### src/rtl/loop_seq_pkg.sv
package loop_seq_pkg;

    typedef enum logic [1:0] {
        ST_IDLE   = 2'd0,
        ST_BLOCK  = 2'd1,
        ST_REPEAT = 2'd2
    } lp_state_e;

endpackage

### src/rtl/loop_bounds.sv
module loop_bounds #(
    parameter int ADDR_W = 16
) (
    input  logic              clk,
    input  logic              rst_n,
    input  logic              load,
    input  logic              ld_rpt,
    input  logic [ADDR_W-1:0] ld_start,
    input  logic [ADDR_W-1:0] ld_end,
    input  logic [ADDR_W-1:0] pc_cur,
    output logic [ADDR_W-1:0] start_q,
    output logic [ADDR_W-1:0] end_q,
    output logic              at_end
);

    always_ff @(posedge clk or negedge rst_n) begin
        if (!rst_n) begin
            start_q <= '0;
            end_q   <= '0;
        end else if (load) begin
            start_q <= ld_start;
            end_q   <= ld_rpt ? ld_start : ld_end;
        end
    end

    assign at_end = (pc_cur == end_q);

endmodule

### src/rtl/loop_count.sv
module loop_count #(
    parameter int CNT_W = 8,
    localparam int RW   = CNT_W + 1
) (
    input  logic             clk,
    input  logic             rst_n,
    input  logic             load,
    input  logic [CNT_W-1:0] ld_cnt,
    input  logic             dec,
    output logic [RW-1:0]    rem_q,
    output logic             last
);

    localparam logic [RW-1:0] FULL = RW'(1) << CNT_W;

    logic [RW-1:0] ld_val;

    always_comb begin
        if (ld_cnt == '0) ld_val = FULL;
        else              ld_val = {1'b0, ld_cnt};
    end

    always_ff @(posedge clk or negedge rst_n) begin
        if (!rst_n)    rem_q <= '0;
        else if (load) rem_q <= ld_val;
        else if (dec)  rem_q <= rem_q - RW'(1);
    end

    assign last = (rem_q == RW'(1));

endmodule

### src/rtl/loop_fsm.sv
module loop_fsm
    import loop_seq_pkg::*;
(
    input  logic      clk,
    input  logic      rst_n,
    input  logic      setup_vld,
    input  logic      setup_rpt,
    input  logic      hit,
    input  logic      last,
    output lp_state_e state_q,
    output logic      accept,
    output logic      reject,
    output logic      wrap,
    output logic      finish,
    output logic      active,
    output logic      rpt_active
);

    lp_state_e state_d;

    always_ff @(posedge clk or negedge rst_n) begin
        if (!rst_n) state_q <= ST_IDLE;
        else        state_q <= state_d;
    end

    always_comb begin
        state_d = state_q;
        unique case (state_q)
            ST_IDLE: begin
                if (setup_vld) state_d = setup_rpt ? ST_REPEAT : ST_BLOCK;
            end
            ST_BLOCK, ST_REPEAT: begin
                if (hit && last) state_d = ST_IDLE;
            end
            default: state_d = ST_IDLE;
        endcase
    end

    always_comb begin
        active     = (state_q != ST_IDLE);
        rpt_active = (state_q == ST_REPEAT);
        accept     = !active && setup_vld;
        reject     = active && setup_vld;
        wrap       = active && hit && !last;
        finish     = active && hit && last;
    end

endmodule

### src/rtl/loop_seq.sv
module loop_seq
    import loop_seq_pkg::*;
#(
    parameter int ADDR_W = 16,
    parameter int CNT_W  = 8
) (
    input  logic              clk,
    input  logic              rst_n,
    input  logic              adv,
    input  logic [ADDR_W-1:0] pc_cur,
    input  logic [ADDR_W-1:0] pc_default,
    input  logic              setup_vld,
    input  logic              setup_rpt,
    input  logic [ADDR_W-1:0] setup_start,
    input  logic [ADDR_W-1:0] setup_end,
    input  logic [CNT_W-1:0]  setup_cnt,
    output logic [ADDR_W-1:0] pc_next,
    output logic              loop_act,
    output logic              irq_hold,
    output logic              done,
    output logic              setup_err
);

    localparam int RW = CNT_W + 1;

    logic [ADDR_W-1:0] start_q;
    logic [ADDR_W-1:0] end_q;
    logic [RW-1:0]     rem_q;
    logic              at_end;
    logic              last;
    logic              hit;
    logic              accept;
    logic              reject;
    logic              wrap;
    logic              finish;
    logic              active;
    logic              rpt_active;
    lp_state_e         state_q;

    assign hit = adv && at_end;

    loop_bounds #(.ADDR_W(ADDR_W)) u_bounds (
        .clk      (clk),
        .rst_n    (rst_n),
        .load     (accept),
        .ld_rpt   (setup_rpt),
        .ld_start (setup_start),
        .ld_end   (setup_end),
        .pc_cur   (pc_cur),
        .start_q  (start_q),
        .end_q    (end_q),
        .at_end   (at_end)
    );

    loop_count #(.CNT_W(CNT_W)) u_count (
        .clk    (clk),
        .rst_n  (rst_n),
        .load   (accept),
        .ld_cnt (setup_cnt),
        .dec    (wrap),
        .rem_q  (rem_q),
        .last   (last)
    );

    loop_fsm u_fsm (
        .clk        (clk),
        .rst_n      (rst_n),
        .setup_vld  (setup_vld),
        .setup_rpt  (setup_rpt),
        .hit        (hit),
        .last       (last),
        .state_q    (state_q),
        .accept     (accept),
        .reject     (reject),
        .wrap       (wrap),
        .finish     (finish),
        .active     (active),
        .rpt_active (rpt_active)
    );

    always_comb begin
        pc_next   = wrap ? start_q : pc_default;
        loop_act  = active;
        irq_hold  = rpt_active;
        done      = finish;
        setup_err = reject;
    end

endmodule

### config.mk
export PLATFORM = sky130hd
export DESIGN_NAME = loop_seq
export DESIGN_NICKNAME = d
export VERILOG_FILES = /design/src/rtl/loop_seq_pkg.sv /design/src/rtl/loop_bounds.sv /design/src/rtl/loop_count.sv /design/src/rtl/loop_fsm.sv /design/src/rtl/loop_seq.sv
export SDC_FILE = /design/constraint.sdc
export NUM_CORES = 1
export LEC_CHECK = 0
export CORE_MARGIN = 2
export CORE_UTILIZATION = 45
export DETAILED_ROUTE_END_ITERATION = 8
export DONT_BUFFER_PORTS = 1
export SYNTH_ARGS = -nofsm -noshare
export SYNTH_HDL_FRONTEND = slang
export SYNTH_SLANG_ARGS = --single-unit
export TNS_END_PERCENT = 5
### constraint.sdc
create_clock -name clk -period 8.8 [get_ports clk]
set_clock_uncertainty 0.05 [all_clocks]
set_input_delay 1.76 -clock clk [delete_from_list [all_inputs] [get_ports clk]]
set_output_delay 1.76 -clock clk [all_outputs]
set_load 0.005 [all_outputs]
# == After elaboration in Yosys (flattened, before gate mapping) ==
# Index checks and enable logic that the tools add are counted.
# totals
ff_bits,43
inputBits,77
out_inout_bits,20
wordCells,35
# classes
n_addsub,1
n_eq_ne,6
n_mux,9
n_reduce_logical,15
# op_table
op,count
16-bit two-way mux,2
9-bit two-way mux,3
16-bit == test,1
"9-bit by 1-bit == test with 1-bit output, second input constant",1
"9-bit by 1-bit subtractor with 9-bit output, second input constant",1
8-bit logical NOT,1
1-bit logical AND,7
2-bit two-way mux,3
2-bit case mux with 2 select lines,1
2-bit nonzero test,2
"2-bit by 1-bit == test with 1-bit output, second input constant",1
"2-bit == test, second input constant",1
1-bit logical NOT,2
2-bit logical NOT,1
"2-bit by 1-bit != test with 1-bit output, second input constant",1
"2-bit != test, second input constant",1
2-bit AND reduction,1
2-bit OR reduction,1

# == Depth between registers and ports, before layout ==
# logic_depth
depth_word,6
mapped_depth,8
ltp_nobuf,8

# == Cells and area by module ==
# From an unflattened synthesis, not the netlist that was laid out.
# unflattened
cells_unflattened,225
area_unflattened_um2,2499.9
# by_module_without_submodules
module,instances,cells_each,area_each_um2,seq_area_each_um2
loop_bounds,1,124,1519.0,800.8
loop_count,1,62,546.8,225.2
loop_seq,1,19,255.2,0.0
loop_fsm,1,20,178.9,50.0

# == Worst setup path before layout ==
# OpenSTA, ideal clock, no wires.
# synth_timing
path_type,input -> output
from,input pc_cur[9]
to,output pc_next[10]
t_arrival_ns,3.510
t_required_ns,6.990
setup_slack_ns,3.480
path_stages,7
n_path_buf,2
path_cell_list,nor2b_1 -> a2111oi_4 -> nand4_1 -> or4_1 -> buf_2 -> buf_2 -> mux2_2
# synth_between
elab_chain_cells,5
# synth_rtl
element,line_no,rtl
"start, declared",loop_seq.sv:10,"input logic [ADDR_W-1:0] pc_cur,"
16-bit == test,loop_bounds.sv:26,assign at_end = (pc_cur == end_q);
1-bit logical AND,loop_seq.sv:40,assign hit = adv && at_end;
1-bit logical AND (2 in a row),loop_fsm.sv:44,wrap = active && hit && !last;
16-bit two-way mux,loop_seq.sv:82,pc_next = wrap ? start_q : pc_default;
"end, declared",loop_seq.sv:17,"output logic [ADDR_W-1:0] pc_next,"
# No other way between the ends.

# == Worst setup path after layout ==
# layout_timing
from,input pc_cur[4]
to,output pc_next[1]
# The elaborated chain is that of the path after synthesis.

==> results_dict.tcl <==
set metrics [dict create \
    status "complete, no violations" \
    fin_crit_sh_pct 65.6 \
    slew_violations 0 \
    ant_nets 0 \
    insertion_delay_ns 0.29 \
    antenna_found_initial 0 \
    crit_required_ns 6.99 \
    numCtsBuffers 5 \
    worstPathArrival_ns 3.96 \
    async_flop_share_pct 100 \
    crit_type "primary input to output pin" \
    htreeDepth 2 \
    post_dp_cell_area_mm2 0.00256 \
    drcViolationCount 0 \
    fin_area_mm2 0.00265 \
    synthesis.nets 362 \
    num_antenna_cells 0 \
    fmax_ghz 0.173 \
    comb_power_share_pct 34.8 \
    hold_class "register to register" \
    setup_slack_ns 3.03 \
    yosysSeqAreaShare_pct 42.7 \
    rsz0062_at_grt "no" \
    grt_max_degree 60 \
    wl_um 5910 \
    yosys_warnings 0 \
    dieArea_mm2 0.00621 \
    start_util_pct 46.0 \
    die_h_um 78.8 \
    area_growth_pct 5.16 \
    drt_iter0_drc 95 \
    max-vdd-ir-drop_uv 111 \
    hpwl_um 4190 \
    power_frac_seq_pct 47.9 \
    cts_sinks 43 \
    preCtsSetupSlack_ns 3.01 \
    postCtsSetupBuffers 0 \
    reg2reg_depth 6 \
    power_uw 727 \
    final_core_util_pct 48.4 \
    worst_pin_slew_ns 1.10 \
    cp-end-kind "output pin" \
    drtPass1Iterations 4 \
    grt_pass1_wl_um 9310 \
    ys.flop_type "dfrtp_1" \
    place.gp.congestion 0.816 \
    synth_cell_types 39 \
    via_per_inst 5.55 \
    clk_pin_slew_ns 0.08 \
    wl_per_cell_um 17.0 \
    cts_hold_buffers 0 \
    start_kind "primary input" \
    synth_top_area_cell "dfrtp_1" \
    synthTopCellsByArea "dfrtp_1 (43%), nand2_1 (11%), mux2_2 (7.6%), mux2i_1 (7.1%), o21ai_0 (3.8%)" \
    nets 356 \
    clockBufferDepth 2 \
    die_w_um 78.8 \
    syn-cell-area_mm2 0.00252 \
    ctsResizeCount 0 \
    num_io_pins 97 \
    final_cells 348 \
    cts_tree "yes" \
    layout-drive-gt1-share_pct 10.9 \
    hold_viol_final 0 \
    avgSynthCellArea_um2 8.97 \
    max-cap-violations 0 \
    grt_pass1_vias 1931 \
    critPathMaxFanout 25 \
    finalSetupViolations 0 \
    switchingPower_uw 277 \
    synth_top_area_share_pct 42.7 \
    p_per_area_mw_per_mm2 274 \
    finalCriticalPeriod_ns 5.77 \
    relSlewSlack_pct 26.9 \
    min_path_cells 2 \
    power_frac_clock_pct 17.3 \
    setup_tns_ns 0 \
    clockRootBuffer "clkbuf_8" \
    rows 27 \
    place.port_buffers 0 \
    grt_overflow 0 \
    dp_cells 340 \
    num_vias 1931 \
    core_mm2 0.00547 \
    synth_cells 281 \
    ys_seq_elements 43 \
    intPower_uw 450 \
    hold_slack_ns 0.429 \
    grt.total_usage_pct 19.3 \
    synth_edf_count 0 \
    power_leakage_nw 1.18 \
    fillers 558 \
    switching_share_pct 38.2 \
]
-- cell usage in the layout, fill, tap and decap left out, drive strengths merged, types with 2 or more instances in the layout --
cell type	netlist	layout
nand4	2	2
nor4	4	4
nand2b	2	2
clkinvlp	0	2
nor2b	4	4
nand3	7	7
mux2	17	17
dfrtp	43	43
or3	3	3
o22ai	3	3
or4	7	7
mux2i	18	18
ha	4	4
nor2	8	8
a31oi	4	4
o31a	2	2
o31ai	2	2
xnor2	5	5
o21ai	19	19
xor2	4	4
inv	16	16
clkbuf	10	5
nand2	75	75
nor3	4	4
o211ai	2	2
or2	2	2
-- path summary, 6_finish.rpt --
kind                                        end  slack, ns           startpoint
min reg2reg                 u_bounds.start_q[9]       0.43  u_bounds.start_q[9]
max reg2reg                    u_count.rem_q[6]       5.62     u_count.rem_q[3]
max                                  pc_next[1]       3.03            pc_cur[4]
max in group asynchronous   u_bounds.start_q[3]       7.50                rst_n
min in group asynchronous  u_bounds.start_q[11]       1.10                rst_n
min                         u_bounds.start_q[9]       0.43  u_bounds.start_q[9]
-- cell families after synthesis --
group                    synth area share, %
AND/OR/NAND/NOR                         21.4
flip-flops                              42.7
AO/OA/AOI/OAI                           11.3
multiplexers                            14.7
buffers and inverters                   4.72
XOR/XNOR                                3.13
adder cells (fa/ha/maj)                 1.99
-- power groups by stage --
stage	logic (mW)	registers (mW)	clock network, mW
finish	0.253	0.348	0.126
global route	0.293	0.361	0.138
CTS	0.256	0.348	0.130
detailed placement	0.256	0.350	0
global placement	0.248	0.348	0
floorplan	0.212	0.335	0
-- sequential cells by signal, indices dropped and copies added, names as in the netlist --
| name | cells |
|---|---|
| u_bounds.end_q | 16 |
| u_bounds.start_q | 16 |
| u_count.rem_q | 9 |
| u_fsm.state_q | 2 |
-- worst max-delay path, stage by stage --
cell and delay [ns]:
xor2_1 0.13, nor3_1 0.33, nand4_1 0.20, or4_1 1.04, mux2_2 0.49
-- cells in the mapped netlist (3+ instances only) --
cell and count:
ha_1 4, xor2_1 4, nor4_1 4, nor2b_1 4, nand2_1 75, mux2_2 17
o21ai_0 19, o22ai_1 3, or4_1 7, dfrtp_1 43, inv_1 16, or3_1 3
mux2i_1 18, xnor2_1 5, nor2_1 8, nand3_1 7, a31oi_1 4, clkbuf_1 10
nor3_1 4
-- cell type report --
class                           count  area (um2)  share of cell area [%]
Multi-Input combinational cell    208        1330                    50.1
Sequential cell                    43        1080                    40.6
Tap cell                           72        90.1                    3.40
Clock buffer                        5        68.8                    2.60
Inverter                           16        60.1                    2.27
Clock inverter                      3        20.0                   0.755
Timing Repair Buffer                1        7.51                   0.283
-- per-layer routing --
layer	wire (um)	track usage, %	share of wire, %
met1	2540	25.0	43
met5	0	0	0
met3	532	6.48	9.0
met4	72	6.38	1.2
met2	2770	30.4	47
Power figures use the tool's default switching activity.
